==> config.mk <==
export PLATFORM = sky130hd
export DESIGN_NAME = regbus_move_dp
export DESIGN_NICKNAME = d
export VERILOG_FILES = /design/src/rtl/regbus_pkg.sv /design/src/rtl/rb_onehot_dec.sv /design/src/rtl/rb_bus_mux.sv /design/src/rtl/rb_regbank.sv /design/src/rtl/regbus_move_dp.sv
export SDC_FILE = /design/constraint.sdc
export NUM_CORES = 1
export LEC_CHECK = 0
export BUFFER_PORTS_ARGS = -buffer_cell sky130_fd_sc_hd__buf_2
export CORE_MARGIN = 3
export CORE_UTILIZATION = 44
export DETAILED_ROUTE_END_ITERATION = 7
export GPL_ROUTABILITY_DRIVEN = 0
export PLACE_DENSITY = 0.79
export REMOVE_ABC_BUFFERS = 1
export SLEW_MARGIN = 20
export SYNTH_ARGS = -nofsm -noshare
export SYNTH_HDL_FRONTEND = slang
export SYNTH_SLANG_ARGS = --single-unit
export TNS_END_PERCENT = 10
==> constraint.sdc <==
create_clock -name clk -period 1.6 [get_ports clk]
set_input_delay 0.08 -clock clk [delete_from_list [all_inputs] [get_ports clk]]
set_output_delay 0.08 -clock clk [all_outputs]
set_load 0.01 [all_outputs]
==> src/rtl/regbus_pkg.sv <==
package regbus_pkg;

   // Implementation choice for the bus multiplexer.
   typedef enum logic {
      MUX_AND_OR   = 1'b0,  // one-hot AND-OR reduction
      MUX_INDEXED  = 1'b1   // one-hot to binary encode, then indexed select
   } mux_style_e;

   // True when n is a power of two and at least two.
   function automatic bit is_pow2_min2(input int n);
      return (n >= 2) && ((n & (n - 1)) == 0);
   endfunction

endpackage

==> src/rtl/rb_onehot_dec.sv <==
module rb_onehot_dec #(
   parameter int SEL_W = 2,
   localparam int OUT_N = 1 << SEL_W
) (
   input  logic [SEL_W-1:0] sel,
   input  logic             en,
   output logic [OUT_N-1:0] dec
);

   if (SEL_W < 1) begin : g_bad_width
      $error("rb_onehot_dec: SEL_W must be at least 1");
   end

   for (genvar i = 0; i < OUT_N; i++) begin : g_line
      assign dec[i] = en && (sel == SEL_W'(i));
   end

endmodule

==> src/rtl/rb_bus_mux.sv <==
module rb_bus_mux #(
   parameter int                     DATA_W    = 8,
   parameter int                     NUM_SRC   = 4,
   parameter regbus_pkg::mux_style_e MUX_STYLE = regbus_pkg::MUX_AND_OR,
   localparam int                    IDX_W     = $clog2(NUM_SRC)
) (
   input  logic [NUM_SRC-1:0]        onehot,
   input  logic [NUM_SRC*DATA_W-1:0] data,
   output logic [DATA_W-1:0]         y
);

   if (MUX_STYLE == regbus_pkg::MUX_AND_OR) begin : g_and_or
      always_comb begin
         y = '0;
         for (int i = 0; i < NUM_SRC; i++) begin
            y = y | (data[i*DATA_W +: DATA_W] & {DATA_W{onehot[i]}});
         end
      end
   end else begin : g_indexed
      logic [IDX_W-1:0] idx;
      always_comb begin
         idx = '0;
         for (int i = 0; i < NUM_SRC; i++) begin
            if (onehot[i]) idx = idx | IDX_W'(i);
         end
      end
      assign y = data[idx*DATA_W +: DATA_W];
   end

endmodule

==> src/rtl/rb_regbank.sv <==
module rb_regbank #(
   parameter int DATA_W = 8,
   parameter int NUM_REGS = 4
) (
   input  logic                       clk,
   input  logic                       rst,
   input  logic [NUM_REGS-1:0]        ld_en,
   input  logic [DATA_W-1:0]          bus,
   input  logic [NUM_REGS-1:0]        init_we,
   input  logic [NUM_REGS*DATA_W-1:0] init_data,
   output logic [NUM_REGS*DATA_W-1:0] regs_q
);

   for (genvar i = 0; i < NUM_REGS; i++) begin : g_reg
      logic [DATA_W-1:0] q;
      always_ff @(posedge clk) begin
         if (rst) begin
            q <= '0;
         end else if (init_we[i]) begin
            q <= init_data[i*DATA_W +: DATA_W];
         end else if (ld_en[i]) begin
            q <= bus;
         end
      end
      assign regs_q[i*DATA_W +: DATA_W] = q;
   end

endmodule

==> src/rtl/regbus_move_dp.sv <==
module regbus_move_dp #(
   parameter int                     DATA_W    = 8,
   parameter int                     NUM_REGS  = 4,
   parameter regbus_pkg::mux_style_e MUX_STYLE = regbus_pkg::MUX_AND_OR,
   localparam int                    SEL_W     = $clog2(NUM_REGS),
   localparam int                    INSTR_W   = 2 * SEL_W
) (
   input  logic                       clk,
   input  logic                       rst,
   input  logic [INSTR_W-1:0]         instr,
   input  logic                       xfer_stb,
   input  logic [NUM_REGS-1:0]        init_we,
   input  logic [NUM_REGS*DATA_W-1:0] init_data,
   output logic [NUM_REGS*DATA_W-1:0] regs_out,
   output logic [DATA_W-1:0]          bus_out
);

   if (!regbus_pkg::is_pow2_min2(NUM_REGS)) begin : g_bad_count
      $error("regbus_move_dp: NUM_REGS must be a power of two, at least 2");
   end
   if (DATA_W < 1) begin : g_bad_data
      $error("regbus_move_dp: DATA_W must be at least 1");
   end

   logic [SEL_W-1:0]           src_sel;
   logic [SEL_W-1:0]           dst_sel;
   logic [NUM_REGS-1:0]        src_en;
   logic [NUM_REGS-1:0]        ld_en;
   logic [DATA_W-1:0]          bus;
   logic [NUM_REGS*DATA_W-1:0] regs_q;

   assign src_sel = instr[SEL_W-1:0];
   assign dst_sel = instr[INSTR_W-1:SEL_W];

   // Source side: always enabled, exactly one driver on the bus.
   rb_onehot_dec #(.SEL_W(SEL_W)) u_src_dec (
      .sel (src_sel),
      .en  (1'b1),
      .dec (src_en)
   );

   // Destination side: gated by the transfer strobe.
   rb_onehot_dec #(.SEL_W(SEL_W)) u_dst_dec (
      .sel (dst_sel),
      .en  (xfer_stb),
      .dec (ld_en)
   );

   rb_bus_mux #(
      .DATA_W    (DATA_W),
      .NUM_SRC   (NUM_REGS),
      .MUX_STYLE (MUX_STYLE)
   ) u_bus_mux (
      .onehot (src_en),
      .data   (regs_q),
      .y      (bus)
   );

   rb_regbank #(
      .DATA_W   (DATA_W),
      .NUM_REGS (NUM_REGS)
   ) u_bank (
      .clk       (clk),
      .rst       (rst),
      .ld_en     (ld_en),
      .bus       (bus),
      .init_we   (init_we),
      .init_data (init_data),
      .regs_q    (regs_q)
   );

   assign regs_out = regs_q;
   assign bus_out  = bus;

endmodule

After elaboration in Yosys (flattened, before gate mapping)
Index checks and enable logic that the tools add are counted.
W data, S select, Z words.
{ "word_totals": {"out_inout_bits": 40, "elab_cells": 35, "regBits": 32} }
{ "op_classes": {"n_mux": 8, "n_eq_ne": 6, "bitwise": 7, "reduce_logical": 10} }
{ "op_table": {"columns": ["cell", "n"], "rows": [
  ["$mux W8", 8],
  ["$and A8 B8 Y8", 4],
  ["$or A8 B8 Y8", 3],
  ["$eq A2 B2 Y1 const B", 4],
  ["$reduce_bool A2 Y1", 4],
  ["$eq A2 B1 Y1 const B", 2],
  ["$logic_and A1 B1 Y1", 4],
  ["$logic_not A2 Y1", 2]
]} }

Logic depth before layout (Yosys ltp)
{ "depth": {"word_depth": 7, "ltp_mapped": 4} }

Modules after synthesis
From an unflattened synthesis, not the netlist that was laid out.
{ "unflattened": {"cells_unflattened": 176, "hier_area_um2": 1721.7} }
{ "modules_own_cells": {"columns": ["module", "seq_area_each_um2", "cells_each", "instances", "area_each_um2"], "rows": [
  ["rb_regbank", 640.6, 139, 1, 1472.7],
  ["rb_bus_mux", 0.0, 28, 1, 170.2],
  ["rb_onehot_dec", 0.0, 4, 2, 37.5],
  ["regbus_move_dp", 0.0, 1, 1, 3.8]
]} }

Worst setup path after synthesis
Ideal clock, no wire load.
{ "synth_path": {"kind": "reg-to-reg", "startpoint": "reg u_bank.g_reg[3].q[0]", "endpoint": "reg u_bank.g_reg[2].q[0]", "t_arrival_ns": 1.192, "path_stages_with_launch": 3, "setup_slack_ns": 0.286, "t_required_ns": 1.478, "setup_time_ns": 0.122, "synth_period_minus_slack_ns": 1.314, "cell_sequence": "dfxtp_1 > mux4_2 > a221o_1"} }
{ "synth_between": {"elab_chain_cells": 4} }
{ "synth_lines": {"columns": ["element", "line", "source"], "rows": [
  ["start: declaration", "rb_regbank.sv:15", "logic [DATA_W-1:0] q;"],
  ["start signal: assignment", "rb_regbank.sv:20", "q <= init_data[i*DATA_W +: DATA_W];"],
  ["start signal: assignment", "rb_regbank.sv:22", "q <= bus;"],
  ["$and A8 B8 Y8", "rb_bus_mux.sv:16", "y = y | (data[i*DATA_W +: DATA_W] & {DATA_W{onehot[i]}});"],
  ["$or A8 B8 Y8", "rb_bus_mux.sv:16", null],
  ["named net bus_out[0]", "regbus_move_dp.sv:15", "output logic [DATA_W-1:0] bus_out"],
  ["$mux W8", "rb_regbank.sv:21", "end else if (ld_en[i]) begin"],
  ["$mux W8", "rb_regbank.sv:19", "end else if (init_we[i]) begin"],
  ["end signal: assignment", "rb_regbank.sv:20", null],
  ["end signal: assignment", "rb_regbank.sv:22", null],
  ["end: declaration", "rb_regbank.sv:15", null]
]} }
The timed path passes the listed nets, and every way through them passes these cells. The select of a mux whose other input is x is not followed.
A chain may end at the register's enable or synchronous reset.

Final worst setup path
{ "layout_path": {"startpoint": "reg u_bank.g_reg[3].q[6]", "endpoint": "out bus_out[6]"} }
{ "layout_between": {"elab_chain_cells": 2} }
{ "layout_lines": {"columns": ["element", "line"], "rows": [
  ["$and A8 B8 Y8", "rb_bus_mux.sv:16"],
  ["$or A8 B8 Y8", "rb_bus_mux.sv:16"],
  ["end: declaration", "regbus_move_dp.sv:15"]
]} }
No other way between the ends.

==> results.rst <==
.. list-table::
   :header-rows: 1

   * - Metric
     - Value
   * - Result of the run
     - complete, no violations
   * - Number of enable-type register cells in the synthesized netlist
     - 0
   * - Htree depth
     - 2
   * - Synth async-reset ratio
     - 0
   * - Maximum capacitance violations
     - 0
   * - Biggest area consumer among synthesized cells
     - dfxtp_1
   * - Critical path fanouts, max
     - 5
   * - Maximum VDD drop
     - 0.000433 V
   * - CTS sink cnt
     - 32
   * - Path type of the worst setup path
     - register to output port
   * - Final wirelength
     - ~4.7 mm
   * - Overflow after GRT
     - 0
   * - Hold crit path type
     - input port to register
   * - Part of the total power dissipated in combinational logic
     - 0.199
   * - Initial Util
     - 0.487
   * - Slew margin rel.
     - 0.563
   * - Worst Setup End Kind
     - output port
   * - Clock network fraction of total power
     - 0.320
   * - Number of endpoints with negative hold slack in the final report
     - 0
   * - Post-layout min period
     - ~1.5 ns
   * - Final TNS setup
     - 0 ns
   * - Leading post-synthesis cells by cell area
     - dfxtp_1, a221o_1, mux4_2
   * - Startpoint type of the worst setup path
     - register
   * - Sequential fraction of the synthesis area
     - 0.411
   * - I/O Buffers
     - 82
   * - Ports placed on the boundary
     - between 80 and 90
   * - Maximum frequency from static timing analysis
     - approximately 670 MHz
   * - Areal power density over the cells
     - about 900 nW/um2
   * - Die height
     - 65.5 um
   * - Antenna diode count
     - 0
   * - Sequential cell fraction of total power
     - 0.481
   * - Top FF cell, synth
     - dfxtp_1
   * - Number of flip-flops under the largest register name
     - 32
   * - Number of gates resized after cts
     - 0
   * - Setup repair after global routing missed its margin
     - false
   * - Vias post-DR
     - 1435
   * - Die X-Extent
     - about 66 um
   * - Period utilisation layout
     - 0.936
   * - Fraction of layout instances using a drive strength above 1
     - 0.528
   * - Buffers inserted during post-CTS setup optimization
     - 0
   * - Total standard cell area after synthesis
     - ~1600 um2
   * - Area growth from synthesis to layout
     - 33.5%
   * - Fraction of power spent switching nets
     - 0.268
   * - Number of cell rows
     - 20
   * - Final HPWL DP
     - roughly 3.7 mm
   * - Final design area excluding fillers
     - around 2100 um2
   * - Footprint of the multi-input gates
     - 888 um2
   * - Worst EP required
     - roughly 1.5 ns
   * - Mean instance size in the synthesized netlist
     - approximately 12 um2
   * - Routed vias/inst
     - roughly 5.6
   * - YS warnings
     - 0
   * - Layout Skew
     - slightly above 0.007 ns
   * - Vias in the first global route
     - 1384
   * - Placeable Area
     - roughly 3200 um2
   * - Mapped Cells
     - between 100 and 150
   * - 1st-pass router iterations
     - 4
   * - Overall fraction of global-route tracks in use
     - 0.222
   * - Met1 track demand over resource in global routing
     - 0.283
   * - Count of antenna-violating nets left after detailed routing
     - 0
   * - Average routed wire per standard cell
     - ~18 um
   * - Final count of negative-setup-slack endpoints
     - 0
   * - Internal power summed over all cells
     - ~1.4 mW
   * - Post-synth top area share
     - 0.411
   * - Detailed router's first-iteration violation count
     - between 100 and 150
   * - Met2 Resource Use GR
     - 0.375
   * - Leakage power
     - between 1 and 1.5 nW
   * - Register bit total from synthesis
     - 32
   * - Cell area after placement
     - roughly 2000 um2
   * - Area of the die
     - about 4300 um2
   * - Switch Pwr
     - 0.496 mW
   * - Measured slew at the worst slew-check pin
     - between 0.6 and 0.7 ns
   * - Most flops, register
     - u_bank.g.q
   * - Sequential cell area
     - approximately 640 um2
   * - TritonCTS clock tree
     - yes
   * - Count of cell types in the netlist
     - 19
   * - Number of nets at the end of the flow
     - between 200 and 300
   * - Number of filler cells placed in the layout
     - 274
   * - Quantity of hold-fixing buffers added after cts
     - 0
   * - Arrival time of data at the critical path endpoint
     - approximately 1.4 ns
   * - Registers with the most flip-flops
     - u_bank.g.q x32
   * - Layer with the highest usage after global routing
     - met2
   * - Clock buffer count from CTS
     - 5
   * - Worst-case clock buffer depth
     - 2
   * - Maximum number of pins on one net before global-route repair
     - 13
   * - Met3 global-route usage
     - 0.0496
   * - Number of DRC violations after detailed routing
     - 0
   * - CTS clock-pin slew for the worst setup and hold paths
     - approximately 0.10 ns
   * - Clock insertion delay at the later pin of the skew report
     - around 0.33 ns
   * - Library cell used as clock root buffer
     - clkbuf_4
   * - Max Slew Vio Count
     - 0
   * - Global-route wire length before repair
     - just over 7 mm
   * - Initial antenna violation count
     - 0
-- cells in the mapped netlist, types with 2 or more instances --
library cell  count
a21o_2            8
a221o_1          24
a22o_1            8
a311oi_2          2
and2_1           24
dfxtp_1          32
mux4_2            8
nor2_1            2
nor2b_1           4
nor4_4            2
nor4b_4           2
o21a_1            2
-- power groups by stage --
stage	sequential [mW]	clock (mW)	combinational (mW)
3_3_place_gp	0.905	0	0.358
6_report	0.891	0.593	0.368
5_1_grt	0.896	0.647	0.396
2_1_floorplan	0.921	0	0.164
4_1_cts	0.889	0.605	0.368
3_5_place_dp	0.908	0	0.366
-- path summary, 6_finish.rpt --
kind                     endpoint  cells after the start                 start  slack [ns]
max                    bus_out[6]                      2  u_bank.g_reg[3].q[6]        0.10
min          u_bank.g_reg[2].q[3]                      3         init_data[19]        0.03
max reg2reg  u_bank.g_reg[2].q[4]                      2  u_bank.g_reg[2].q[4]        0.25
min reg2reg  u_bank.g_reg[0].q[4]                      1  u_bank.g_reg[0].q[4]        0.52
-- metal layers --
metal	wire (um)	up-vias
met5	0	-
met4	42	0
met3	260	6
met2	2400	55
met1	1970	688
li1	-	686
-- cell usage in the layout (no fill, tap or decap) --
master / count
buf_4: 1
mux4_2: 8
clkbuf_4: 5
a221o_1: 24
inv_1: 1
o21a_1: 2
nor4b_4: 2
a311oi_2: 2
a21o_2: 8
clkbuf_1: 1
nor4_4: 2
bufinv_16: 1
nand2_1: 1
nand2b_1: 1
a22o_1: 8
dfxtp_1: 32
nor2_1: 2
and2_1: 24
clkinv_2: 1
nor2b_1: 4
buf_2: 82
-- metrics by stage --
step                hold slack (ns)  power, mW  setup WS (ns)  std cells   util
detailed placement            0.377       1.27          0.167        248  0.626
floorplan                     0.291       1.08          0.286        121      -
global placement              0.372       1.26          0.202        248  0.626
CTS                          0.0214       1.86          0.100        256  0.650
global route                 0.0302       1.94         0.0520        256  0.650
finish                       0.0318       1.85          0.102        256  0.650
-- cell families after synthesis --
group	Yosys count	synth area share
DFF	32	0.411
and+or+nand+nor	36	0.181
buffers and inverters	5	0.0193
AOI/OAI and AO/OA	44	0.273
muxes	8	0.116
-- final cells by class --
class / count / area share
multi-input cells: 88 / 0.427
flip-flops and latches: 32 / 0.308
repair buffers: 83 / 0.201
well taps: 44 / 0.0264
clock buffers: 6 / 0.0198
clock inverters: 2 / 0.0168
inverters: 1 / 0.00180
-- critical path: stages (launching register included) --
cell and delay [ns]:
dfxtp_1 0.35, mux4_2 0.56, buf_2 0.17
Note: power is estimated with default switching activity, not from simulation.
